===== src/rtl/bist_ctrl_pkg.sv =====
package bist_ctrl_pkg;

  typedef enum logic [2:0] {
    ST_IDLE  = 3'd0,
    ST_SEED1 = 3'd1,
    ST_RUN1  = 3'd2,
    ST_SEED2 = 3'd3,
    ST_RUN2  = 3'd4,
    ST_CMP   = 3'd5,
    ST_DONE  = 3'd6
  } seq_state_t;

  typedef enum logic [1:0] {
    RM_FUNC = 2'd0,
    RM_GEN  = 2'd1,
    RM_COMP = 2'd2,
    RM_INIT = 2'd3
  } reg_role_t;

  localparam int unsigned NUM_CUT = 3;

endpackage


===== src/rtl/bist_phase_cnt.sv =====
module bist_phase_cnt #(
  parameter int unsigned N_PAT = 10000
) (
  input  logic clk,
  input  logic rst,
  input  logic run,
  output logic last
);
  localparam int unsigned CW = (N_PAT > 1) ? $clog2(N_PAT) : 1;
  localparam logic [CW-1:0] LAST_V = CW'(N_PAT - 1);

  logic [CW-1:0] cnt_q;

  always_ff @(posedge clk) begin
    if (rst || !run) cnt_q <= '0;
    else if (cnt_q != LAST_V) cnt_q <= cnt_q + 1'b1;
  end

  assign last = run && (cnt_q == LAST_V);

  // the pattern counter never runs past the phase length
  a_r4_cnt_in_range: assert property (@(posedge clk) disable iff (rst)
    cnt_q <= LAST_V);

  // the counter leaves zero only while a phase is running
  a_r6_cnt_idle_zero: assert property (@(posedge clk) disable iff (rst)
    !$past(run) |-> cnt_q == '0);

endmodule


===== src/rtl/bist_sig_chk.sv =====
module bist_sig_chk #(
  parameter int unsigned SIG_W = 16,
  parameter logic [SIG_W-1:0] GOOD_MID_P1  = '0,
  parameter logic [SIG_W-1:0] GOOD_LAST_P1 = '0,
  parameter logic [SIG_W-1:0] GOOD_LAST_P2 = '0
) (
  input  logic             clk,
  input  logic             rst,
  input  logic             clr,
  input  logic             chk_p1,
  input  logic             chk_p2,
  input  logic [SIG_W-1:0] sig_mid,
  input  logic [SIG_W-1:0] sig_last,
  output logic             bad_q,
  output logic             miss_p2
);
  logic miss_p1;

  assign miss_p1 = (sig_mid != GOOD_MID_P1) || (sig_last != GOOD_LAST_P1);
  assign miss_p2 = (sig_last != GOOD_LAST_P2);

  always_ff @(posedge clk) begin
    if (rst || clr)           bad_q <= 1'b0;
    else if (chk_p1 && miss_p1) bad_q <= 1'b1;
  end

  // a phase-one miss seen in its sampling cycle is remembered
  a_r7_p1_sticky: assert property (@(posedge clk) disable iff (rst)
    (chk_p1 && miss_p1 && !clr) |=> bad_q);

  // the fail memory is empty after an abort or idle cycle
  a_r2_clear: assert property (@(posedge clk) disable iff (rst)
    clr |=> !bad_q);

endmodule


===== src/rtl/bist_mode_dec.sv =====
module bist_mode_dec
  import bist_ctrl_pkg::*;
#(
  parameter int unsigned SIG_W = 16,
  parameter logic [SIG_W-1:0] SEED_P1 = 1,
  parameter logic [SIG_W-1:0] SEED_P2 = 1
) (
  input  logic               clk,
  input  logic               rst,
  input  seq_state_t         nxt,
  output logic [1:0]         r1_mode,
  output logic [1:0]         r2_mode,
  output logic [1:0]         r3_mode,
  output logic [NUM_CUT-1:0] cut_sel,
  output logic [SIG_W-1:0]   seed,
  output logic               done
);
  reg_role_t          r1_d, r2_d, r3_d;
  logic [NUM_CUT-1:0] sel_d;
  logic [SIG_W-1:0]   seed_d;

  always_comb begin
    r1_d   = RM_FUNC;
    r2_d   = RM_FUNC;
    r3_d   = RM_FUNC;
    sel_d  = '0;
    seed_d = '0;
    unique case (nxt)
      ST_SEED1: begin
        r1_d = RM_INIT; r2_d = RM_INIT; r3_d = RM_INIT;
        sel_d = 3'b011; seed_d = SEED_P1;
      end
      ST_RUN1: begin
        r1_d = RM_GEN; r2_d = RM_COMP; r3_d = RM_COMP;
        sel_d = 3'b011;
      end
      ST_SEED2: begin
        r2_d = RM_INIT; r3_d = RM_INIT;
        sel_d = 3'b100; seed_d = SEED_P2;
      end
      ST_RUN2: begin
        r2_d = RM_GEN; r3_d = RM_COMP;
        sel_d = 3'b100;
      end
      default: ;
    endcase
  end

  always_ff @(posedge clk) begin
    if (rst) begin
      r1_mode <= RM_FUNC;
      r2_mode <= RM_FUNC;
      r3_mode <= RM_FUNC;
      cut_sel <= '0;
      seed    <= '0;
      done    <= 1'b0;
    end else begin
      r1_mode <= r1_d;
      r2_mode <= r2_d;
      r3_mode <= r3_d;
      cut_sel <= sel_d;
      seed    <= seed_d;
      done    <= (nxt == ST_DONE);
    end
  end

  // at most one register generates patterns at a time
  a_r4_one_gen: assert property (@(posedge clk) disable iff (rst)
    $countones({r1_mode == RM_GEN, r2_mode == RM_GEN, r3_mode == RM_GEN}) <= 1);

  // a seed is offered only while some register initialises
  a_r3_seed_in_init: assert property (@(posedge clk) disable iff (rst)
    (seed != '0) |-> (r2_mode == RM_INIT));

endmodule


===== src/rtl/bist_seq_ctrl.sv =====
module bist_seq_ctrl
  import bist_ctrl_pkg::*;
#(
  parameter int unsigned N_PAT = 10000,
  parameter int unsigned SIG_W = 16,
  parameter logic [SIG_W-1:0] SEED_P1      = 16'h0001,
  parameter logic [SIG_W-1:0] SEED_P2      = 16'h8001,
  parameter logic [SIG_W-1:0] GOOD_MID_P1  = 16'h5A3C,
  parameter logic [SIG_W-1:0] GOOD_LAST_P1 = 16'hC0DE,
  parameter logic [SIG_W-1:0] GOOD_LAST_P2 = 16'h1F2E
) (
  input  logic             clk,
  input  logic             rst,
  input  logic             test_en,
  input  logic [SIG_W-1:0] sig_mid_i,
  input  logic [SIG_W-1:0] sig_last_i,
  output logic [1:0]       r1_mode_o,
  output logic [1:0]       r2_mode_o,
  output logic [1:0]       r3_mode_o,
  output logic [2:0]       cut_sel_o,
  output logic [SIG_W-1:0] seed_o,
  output logic             done_o,
  output logic             pass_o
);
  seq_state_t state_q, state_d;
  logic       phase_last;
  logic       bad_q, miss_p2;
  logic       running;

  assign running = (state_q == ST_RUN1) || (state_q == ST_RUN2);

  bist_phase_cnt #(.N_PAT(N_PAT)) u_cnt (
    .clk  (clk),
    .rst  (rst),
    .run  (running),
    .last (phase_last)
  );

  bist_sig_chk #(
    .SIG_W        (SIG_W),
    .GOOD_MID_P1  (GOOD_MID_P1),
    .GOOD_LAST_P1 (GOOD_LAST_P1),
    .GOOD_LAST_P2 (GOOD_LAST_P2)
  ) u_chk (
    .clk      (clk),
    .rst      (rst),
    .clr      (state_q == ST_IDLE),
    .chk_p1   (state_q == ST_SEED2),
    .chk_p2   (state_q == ST_CMP),
    .sig_mid  (sig_mid_i),
    .sig_last (sig_last_i),
    .bad_q    (bad_q),
    .miss_p2  (miss_p2)
  );

  always_comb begin
    state_d = state_q;
    if (!test_en) begin
      state_d = ST_IDLE;
    end else begin
      unique case (state_q)
        ST_IDLE:  state_d = ST_SEED1;
        ST_SEED1: state_d = ST_RUN1;
        ST_RUN1:  if (phase_last) state_d = ST_SEED2;
        ST_SEED2: state_d = ST_RUN2;
        ST_RUN2:  if (phase_last) state_d = ST_CMP;
        ST_CMP:   state_d = ST_DONE;
        ST_DONE:  state_d = ST_DONE;
        default:  state_d = ST_IDLE;
      endcase
    end
  end

  always_ff @(posedge clk) begin
    if (rst) state_q <= ST_IDLE;
    else     state_q <= state_d;
  end

  bist_mode_dec #(
    .SIG_W   (SIG_W),
    .SEED_P1 (SEED_P1),
    .SEED_P2 (SEED_P2)
  ) u_dec (
    .clk     (clk),
    .rst     (rst),
    .nxt     (state_d),
    .r1_mode (r1_mode_o),
    .r2_mode (r2_mode_o),
    .r3_mode (r3_mode_o),
    .cut_sel (cut_sel_o),
    .seed    (seed_o),
    .done    (done_o)
  );

  always_ff @(posedge clk) begin
    if (rst)                                  pass_o <= 1'b0;
    else if (state_q == ST_CMP && test_en)    pass_o <= !(bad_q || miss_p2);
    else if (state_d != ST_DONE)              pass_o <= 1'b0;
  end

  // lowering the test pin returns the datapath to functional use
  a_r2_abort: assert property (@(posedge clk) disable iff (rst)
    !test_en |=> (!done_o && cut_sel_o == '0 && r2_mode_o == RM_FUNC));

  // the result is held while the pin stays high
  a_r9_hold: assert property (@(posedge clk) disable iff (rst)
    (done_o && test_en) |=> (done_o && $stable(pass_o)));

  // pass is never reported without done
  a_r9_pass_needs_done: assert property (@(posedge clk) disable iff (rst)
    pass_o |-> done_o);

  // done first appears right after the compare cycle
  a_r8_done_after_cmp: assert property (@(posedge clk) disable iff (rst)
    $rose(done_o) |-> $past(state_q == ST_CMP));

endmodule


===== config.mk =====
export PLATFORM = sky130hd
export DESIGN_NAME = bist_seq_ctrl
export DESIGN_NICKNAME = d
export VERILOG_FILES = /design/src/rtl/bist_ctrl_pkg.sv /design/src/rtl/bist_phase_cnt.sv /design/src/rtl/bist_sig_chk.sv /design/src/rtl/bist_mode_dec.sv /design/src/rtl/bist_seq_ctrl.sv
export SDC_FILE = /design/constraint.sdc
export NUM_CORES = 1
export LEC_CHECK = 0
export BUFFER_PORTS_ARGS = -buffer_cell sky130_fd_sc_hd__buf_2
export CELL_PAD_IN_SITES_DETAIL_PLACEMENT = 0
export CELL_PAD_IN_SITES_GLOBAL_PLACEMENT = 1
export CORE_AREA = 2 2 66 68
export CTS_BUF_LIST = sky130_fd_sc_hd__clkbuf_8
export CTS_CLUSTER_DIAMETER = 100
export DETAILED_ROUTE_END_ITERATION = 8
export DIE_AREA = 0 0 68 70
export PLACE_DENSITY_LB_ADDON = 0.1
export SLEW_MARGIN = 20
export SYNTH_ARGS = -nofsm -noshare
export SYNTH_HDL_FRONTEND = slang
export SYNTH_SLANG_ARGS = --single-unit
export TNS_END_PERCENT = 100

===== constraint.sdc =====
create_clock -name clk -period 3.1 [get_ports clk]
set_input_delay 0.62 -clock clk [delete_from_list [all_inputs] [get_ports clk]]
set_output_delay 0.62 -clock clk [all_outputs]
set_load 0.03 [all_outputs]

Word-level counts from Yosys, hierarchy flattened. Cells that the tools add are included.

Register bits after elaboration: 45. Latch bits: 0. Bits in writable memories: 0. Bits in read-only memories: 0. Output and inout port bits: 27. Logic and storage cells: 56. Memories: 0.

Add/sub/neg operators: 1. Multiply operators: 0. Div/mod/pow operators: 0. Order comparisons: 0. Eq/ne operators: 17. Shifts and indexed selects: 0. Muxes and demuxes: 11. Bitwise gates (word level): 0. Reductions and logical operators: 17.

Operators with widths (count): case mux 16 bit (2 select lines) (1); case mux 3 bit (6 select lines) (1); inequality test 16 x 13 -> 1 bit (second input constant) (1); inequality test 16 x 15 -> 1 bit (second input constant) (1); inequality test 16 bit (second input constant) (1); equality test 3 bit (second input constant) (5); adder 14 x 1 -> 14 bit (second input constant) (1); equality test 14 bit (second input constant) (1); inequality test 14 bit (second input constant) (1); equality test 3 x 2 -> 1 bit (second input constant) (4); OR reduction 2 bit (5); two-way mux 3 bit (3); case mux 2 bit (2 select lines) (2); equality test 3 x 1 -> 1 bit (second input constant) (2); case mux 2 bit (3 select lines) (1); case mux 3 bit (2 select lines) (1); logical OR 1 bit (5); logical AND 1 bit (3); zero test 3 bit (1); inequality test 3 bit (second input constant) (1); zero test 1 bit (2); two-way mux 1 bit (2); nonzero test 2 bit (1).

Depth between registers and ports, before layout. Gate-level depths: netlist of run 1.

Depth after elaboration: 9. Gate-level depth with buffers: 6. Mapped depth without buffers: 5.

Hierarchy. Synthesis of run 1 repeated with hierarchy kept, for this count alone.

Cell total of the unflattened synthesis: 171. Area total of the unflattened synthesis: 1496.4 sq um.

Modules (own cells, without submodules): bist_phase_cnt (instances 1, cells an instance 79, area each 660.6 sq um, sequential area each 280.3 sq um); bist_mode_dec (instances 1, cells an instance 45, area each 439.2 sq um, sequential area each 220.2 sq um); bist_seq_ctrl (instances 1, cells an instance 27, area each 237.7 sq um, sequential area each 80.1 sq um); bist_sig_chk (instances 1, cells an instance 20, area each 158.9 sq um, sequential area each 20.0 sq um).

Least setup slack after synthesis of run 1. Ideal clock, no wire load.

Path type: register to register. From: register u_cnt.cnt_q[0]. To: register u_cnt.cnt_q[0]. Setup time: 0.128 ns. Arrival: 1.569 ns. Required time: 2.972 ns. Path slack: 1.404 ns. Stages on the path, launching flop included: 7. Path buffers: 1. Period minus slack after synthesis: 1.696 ns. Cells stage by stage: dfxtp_1 ha_1 nand3_2 or4b_1 buf_6 xnor2_1 nor2_1.

Word-level cells in the longest chain between the ends: 1.

RTL lines: from (decl) (RTL line bist_phase_cnt.sv:12) `logic [CW-1:0] cnt_q;`; from (signal assigned) (RTL line bist_phase_cnt.sv:16) `else if (cnt_q != LAST_V) cnt_q <= cnt_q + 1'b1;`; adder 14 x 1 -> 14 bit / inequality test 14 bit (equally long branches) (RTL line bist_phase_cnt.sv:16).

Parallel ways exist; a longest one is shown, timed or not. A chain may end at the register's enable or synchronous reset.

Worst setup path in the final report of run 1.
From: register state_q[1]. To: register u_cnt.cnt_q[9].

Word-level cells in the longest chain between the ends: 4.

RTL lines: from (decl) (RTL line bist_seq_ctrl.sv:25) `seq_state_t state_q, state_d;`; from (signal assigned) (RTL line bist_seq_ctrl.sv:76) `else state_q <= state_d;`; equality test 3 x 2 -> 1 bit / equality test 3 bit (equally long branches) (RTL line bist_seq_ctrl.sv:30) `assign running = (state_q == ST_RUN1) || (state_q == ST_RUN2);`; logical OR 1 bit * (RTL line bist_seq_ctrl.sv:30); zero test 1 bit * (RTL line bist_phase_cnt.sv:15) `if (rst || !run) cnt_q <= '0;`; logical OR 1 bit * (RTL line bist_phase_cnt.sv:15).

Mark *: on every way between the ends. The rest lies on a longest branch, timed or not.

==> results of run 1 <==
[flip-flops by register name, indices dropped and copies added (netlist names)]
signal         flops
u_dec.r2_mode      2
u_dec.seed         2
u_dec.cut_sel      2
state_q            3
u_dec.done         1
u_dec.r1_mode      2
u_cnt.cnt_q       14
u_dec.r3_mode      2
u_chk.bad_q        1
pass_o             1
[final cells by class]
class | instances | area, um2
Fill cell | 428 | 2320
Multi-Input combinational cell | 128 | 774
Sequential cell | 30 | 601
Timing Repair Buffer | 47 | 235
Clock buffer | 6 | 82.6
Tap cell | 52 | 65.1
Clock inverter | 2 | 60.1
Inverter | 2 | 7.51
[placed cells by master (no fill, tap or decap), types with 5 or more instances in the layout]
master    synthesis  layout
nor3_1            8       8
nand2_1          12      12
nor2_1           10      10
buf_2             0      47
xnor2_1           6       6
o21ai_0           7       7
nand3_1           7       7
conb_1            1      14
or3_1             5       5
nor4_1            5       5
clkbuf_8          0       6
dfxtp_1          30      30
a21oi_1          11      11
[power breakdown]
part	internal [mW]	switching, mW
clock network	0.343	0.147
logic	0.0293	0.0580
registers	0.394	0.00664
[metal layers]
| metal | track usage | part of all wire |
|---|---|---|
| met4 | 0.0600 | 0.018 |
| met5 | 0 | 0 |
| met3 | 0.0483 | 0.074 |
| met1 | 0.201 | 0.45 |
| met2 | 0.224 | 0.46 |
[worst max-delay path by stage]
stage	startpoint	slack, ps	end	cells past startpoint
global placement	rst	1120	u_cnt.cnt_q[9]	4
global route	state_q[1]	920	u_cnt.cnt_q[9]	4
CTS	state_q[1]	1020	u_cnt.cnt_q[9]	4
finish	state_q[1]	1060	u_cnt.cnt_q[9]	4
detailed placement	state_q[1]	1050	u_cnt.cnt_q[9]	4
floorplan	u_cnt.cnt_q[0]	1400	u_cnt.cnt_q[0]	6
[stage by stage]
step / setup slack, ps / util / hold WS (ps)
final: 1060 / 0.441 / 496
after global routing: 920 / 0.441 / 529
after CTS: 1020 / 0.441 / 497
after detailed placement: 1050 / 0.406 / 489
after global placement: 1120 / 0.406 / 474
after floorplan: 1400 / - / 460
[cells by family (layout without fill, tap and decap cells)]
group / Yosys count / count (layout)
AND/OR/NAND/NOR: 78 / 78
flip-flops: 30 / 30
AO/OA/AOI/OAI: 26 / 26
buffers and inverters: 23 / 57
XOR/XNOR: 9 / 9
adder cells (fa/ha/maj): 1 / 1
other: 1 / 14
[worst max-delay path, cell delays in order (launching register included)]
cell     delay [ps]
dfxtp_1         660
xnor2_1         140
or3_1           530
or4_1           570
nand2_1          70
==> out/qor.txt, run 1 <==
Post-synth top area share - 0.407
# hold bufs at CTS - 0
Vias - 1308
Vias per cell - 4.90
Setup Fix Bufs, Post-CTS - 0
Clk sinks - 30
1st-iter DRT viols - 50
GRT Total Usage - 0.151
Startpoint class of the critical path - flip-flop
Worst R2R Path Depth - 4
Top FF cell, synth - dfxtp_1
Avg Inst Size Synth - 8.79 um2
Row count - 24
Max transition margin - 0.594
EDFF count, synth - 0
Layout Cells excl Fill - 267
# IOs - 62
Clock Skews - 9.21 ps
Simple-gate share of the synthesized area - 0.318
Min-Delay Path Depth - 2
Adder-Cell Fraction of Synth Area - 0.00847
Most common cell in the netlist - dfxtp_1
Dominant cell type by area after synthesis - dfxtp_1
Max clock buf depth - 2
Share of layout cells above drive strength 1 - 0.279
Required time of the critical path - 3330 ps
CTS tree - built
WP data arrival - 2260 ps
Cell area after layout - 1830 um2
Die height - 70 um
Chip width - 68 um
Synth area leaders - dfxtp_1 41%, buf_4 7.6%, a21oi_1 3.7%
Seq/Total Area, Yosys - 0.407
Drt drc - 0
Final Critical Period - 2040 ps
Area after DPL - 1680 um2
DRT antenna net count - 0
Clock-pin slew on the worst setup and hold paths - 70 ps
Pin count of the biggest net entering global routing - 15
Antenna cells - 0
PwrDens - 536 nW/um2
Kind of end point of the critical path - flip-flop
Clock Latency Late Sink - 280 ps
Dpl cells - 259
Mapped Cells - 168
Number of setup violations in the final report - 0
Min-delay src - u_cnt.cnt_q[1]
FF-to-FF setup slack - 1060 ps
Max-Cap Viols - 0
Synthesized flop and latch total - 30
Total gr overflow - 0
HP Class - flip-flop to flip-flop
Synth cell types - 43
Final Max Tran Viols - 0
Peak Freq - 0.491 GHz
Drt wl/cell - 11.9 um
TNS Setup - 0 ps
IR Drop Worst-Case VDD - 172 uV
Vias in the first global route - 1217
XOR/XNOR Fraction of Synth Area - 0.0534
Mux contribution to synthesized area - 0
Port bufs - 47
Total Power - 0.978 mW
Routed WL - 3180 um
Nets - 250
Starting Density - 0.356
Main combinational cell family by area after synthesis - simple AND/OR/NAND/NOR gates
Hold Path Sink - u_cnt.cnt_q[1]
RR Endpoint - u_cnt.cnt_q[9]
CP max FO - 14
Initial antenna violation count - 0
RSZ-0062 raised after global routing - no
Post-cts sizing count - 0
CTS H-tree lvls - 2
First-pass GRT wire length - 5490 um
Die Area - 4760 um2
Async SR Flop Fraction - 0
Routability cong. - 0.814
Root Driver - clkbuf_8
Netlist Area Pre-Place - 1480 um2
Core area - 4140 um2
Status - finished, final reports clean
Hold Fails Final Rpt - 0
Yosys warnings - 0
Compound-gate portion of the synthesized area - 0.109
Final Cycle Share - 0.657
Worst-margin pin slew - 607 ps
FF-to-FF Start - state_q[1]
Crit path kind - flip-flop to flip-flop
Num CTS Buffers - 5
DP HPWL - 2440 um
Synth top cells by count - 30 x dfxtp_1, 15 x buf_4, 12 x nand2_1, 11 x a21oi_1, 10 x nor2_1
Leak pwr - 0.713 nW
1st-pass router iterations - 4
Synthesis-to-layout area growth - 23.6%
(Power assumes the default switching activity.)
==> run 2, diff against run 1 <==
--- a/config.mk
+++ b/config.mk
@@ -8,11 +8,11 @@
 export BUFFER_PORTS_ARGS = -buffer_cell sky130_fd_sc_hd__buf_2
 export CELL_PAD_IN_SITES_DETAIL_PLACEMENT = 0
 export CELL_PAD_IN_SITES_GLOBAL_PLACEMENT = 1
-export CORE_AREA = 2 2 66 68
+export CORE_AREA = 2 2 71 73
 export CTS_BUF_LIST = sky130_fd_sc_hd__clkbuf_8
 export CTS_CLUSTER_DIAMETER = 100
 export DETAILED_ROUTE_END_ITERATION = 8
-export DIE_AREA = 0 0 68 70
+export DIE_AREA = 0 0 73 75
 export PLACE_DENSITY_LB_ADDON = 0.1
 export SLEW_MARGIN = 20
 export SYNTH_ARGS = -nofsm -noshare
==> constraint.sdc (replaced) <==
create_clock -name clk -period 1.6 [get_ports clk]
set_input_delay 0.32 -clock clk [delete_from_list [all_inputs] [get_ports clk]]
set_output_delay 0.32 -clock clk [all_outputs]
set_load 0.03 [all_outputs]
==> run 2 against run 1 <==
  * Global-route usage decreased by 1.1 points
  * Worst hold slack worse by 160 ps
  * Fmax increased by 27%
  * Largest cell class unchanged
  * Die area up 15%
  * Total power is 73% higher
  * Critical path depth did not move
  * Wire length increased by 19%
  * Clock-buffer cell count is 1 lower
==> out/qor.txt, run 2 (synthesis gave the netlist of run 1 again) <==
Filler instances - 492 (+15%)
Combinational power share - 0.111 (+0.022)
1st-pass router iterations - 4 (unchanged)
Clk sinks - 30 (unchanged)
Layout Cells excl Fill - 287 (+7.5%)
Required time of the critical path - 1800 ps (-1530 ps)
WP data arrival - 1800 ps (-460 ps)
FF-to-FF setup slack - 1 ps (-1060 ps)
Clock-pin slew on the worst setup and hold paths - 70 ps (about the same)
# IOs - 62 (unchanged)
Sw Ratio - 0.243 (+0.0260)
HP Class - input port to flip-flop
Kind of end point of the critical path - flip-flop
CP max FO - 8 (-6)
Share of layout cells above drive strength 1 - 0.403 (+0.124)
RR Endpoint - u_cnt.cnt_q[0]
Commonest cells after routing, fill and taps aside - 47 x buf_2, 23 x dfxtp_1, 18 x buf_4
Num CTS Buffers - 5 (unchanged)
IR Drop Worst-Case VDD - 415 uV (+140%)
Crit path kind - flip-flop to flip-flop
Status - finished, final reports clean
Initial antenna violation count - 0 (unchanged)
Die Area - 5480 um2 (+15%)
# hold bufs at CTS - 0 (unchanged)
PwrDens - 834 nW/um2 (+56%)
Final Critical Period - 1600 ps (-438 ps)
Drt wl/cell - 13.2 um (+11%)
Leak pwr - 0.815 nW (+14%)
Total gr overflow - 0 (unchanged)
Number of setup violations in the final report - 0 (unchanged)
Max FFs per register - 14 (unchanged)
Worst R2R Path Depth - 4 (unchanged)
Total Power - 1.69 mW (+73%)
Clock share of power - 0.437 (-0.064)
Vias per cell - 4.92 (+0.50%)
Post-layout util - 0.435 (-0.00535)
CTS tree - built
Internal Power - 1.28 mW (+67%)
RSZ-0062 raised after global routing - yes
Port bufs - 47 (unchanged)
1st-iter DRT viols - 62 (+24%)
Peak Freq - 0.626 GHz (+27%)
P_sw - 0.411 mW (+94%)
Met1 usage in global routing - 0.176 (-0.0251)
Hold Path Sink - u_chk.bad_q
Row count - 25 (+4.2%)
DRT antenna net count - 0 (unchanged)
TNS Setup - 0 ps (unchanged)
Min-Delay Path Depth - 3 (+1)
Core area - 4660 um2 (+12%)
Final Cycle Share - 0.999 (+0.342)
Pin count of the biggest net entering global routing - 14 (-1)
Startpoint class of the critical path - flip-flop
CTS H-tree lvls - 2 (unchanged)
FF-to-FF Start - u_cnt.cnt_q[12]
Chip width - 73 um (+7.4%)
Reg power frac - 0.452 (+0.043)
Hold Fails Final Rpt - 0 (unchanged)
Clock Skews - 4.26 ps (-4.95 ps)
Routability cong. - 0.829 (+1.8%)
Nets - 268 (+7.2%)
Vias in the first global route - 1327 (+9.0%)
Met2 global-route usage - 0.225 (+0.000846)
Root Driver - clkbuf_8
First-pass GRT wire length - 5910 um (+7.7%)
Vias - 1413 (+8.0%)
Commonest non-fill, non-tap cell in the layout - buf_2
Dpl cells - 280 (+8.1%)
Biggest register - u_cnt.cnt_q
Largest registers - u_cnt.cnt_q: 14 flops, state_q: 3 flops
Die height - 75 um (+7.1%)
GRT Max-Usage Layer - met2
Synthesis-to-layout area growth - 37.4%
Antenna cells - 0 (unchanged)
Routed WL - 3800 um (+19%)
Final Max Tran Viols - 0 (unchanged)
Starting Density - 0.317 (-0.0395)
Met3 global-route usage - 0.0482 (-0.000116)
Clock Latency Late Sink - 280 ps (about the same)
Max clock buf depth - 2 (unchanged)
GRT Total Usage - 0.140 (-0.0112)
Min-delay src - rst
DP HPWL - 2860 um (+17%)
Drt drc - 0 (unchanged)
Max-Cap Viols - 0 (unchanged)
## run 2: cell types whose count changed in the layout (fill, tap and decap cells not counted), moves of 2 or more
cell | before | now
buf_4 | 0 | 18
dfxtp_2 | 0 | 5
clkinv_2 | 0 | 2
dfxtp_4 | 0 | 2
dfxtp_1 | 30 | 23
## run 2: worst max path at each step
stage                                end            start
final                     u_cnt.cnt_q[0]  u_cnt.cnt_q[12]
after global routing      u_cnt.cnt_q[0]  u_cnt.cnt_q[12]
after CTS                 u_cnt.cnt_q[0]   u_cnt.cnt_q[5]
after detailed placement  u_cnt.cnt_q[0]   u_cnt.cnt_q[0]
after global placement    u_cnt.cnt_q[0]   u_cnt.cnt_q[4]
after floorplan           u_cnt.cnt_q[0]   u_cnt.cnt_q[1]
## run 2: power by group through the flow
stage	Sequential, mW	Clock, mW	Combinational [mW]
after floorplan	0.811	0	0.115
after global placement	0.784	0	0.183
after detailed placement	0.785	0	0.185
after CTS	0.768	0.768	0.185
after global routing	0.766	0.799	0.202
final	0.765	0.738	0.188
## run 2: layout make-up
type	count	area, um2	area share
Inverter	2	7.51	0.00370
Clock inverter	3	40.0	0.0197
Timing Repair Buffer	65	370	0.183
Sequential cell	30	614	0.303
Multi-Input combinational cell	128	860	0.424
Clock buffer	5	68.8	0.0339
Tap cell	54	67.6	0.0333
## run 2: stage by stage
stage / instance area [um2] / setup WS, ps / hold WS (ps)
3_5_place_dp: 1840 / -20.5 / 489
5_1_grt: 2030 / -79.4 / 349
3_3_place_gp: 1840 / 39.4 / 485
4_1_cts: 1980 / 5.25 / 337
2_1_floorplan: 1540 / 12.6 / 460
6_report: 2030 / 1.48 / 341
## run 2: worst max-delay path: stages, from the launching register on
cell and delay, ps:
dfxtp_4 360, nor4_4 290, or4b_4 590, xnor2_2 160
nor2_1 120
## run 2: layer usage
layer  wire (um)  share of wire  vias up
met2        1850           0.49       50
met4          59          0.016        0
met3         230          0.060        9
met1        1660           0.44      644
li1            -              -      710
met5           0              0        -
## run 2: repair_timing
item	in CTS	in global routing
pin swaps	2	3
setup endpoints to repair	3	14
setup buffers	0	0
resized for setup	4	16
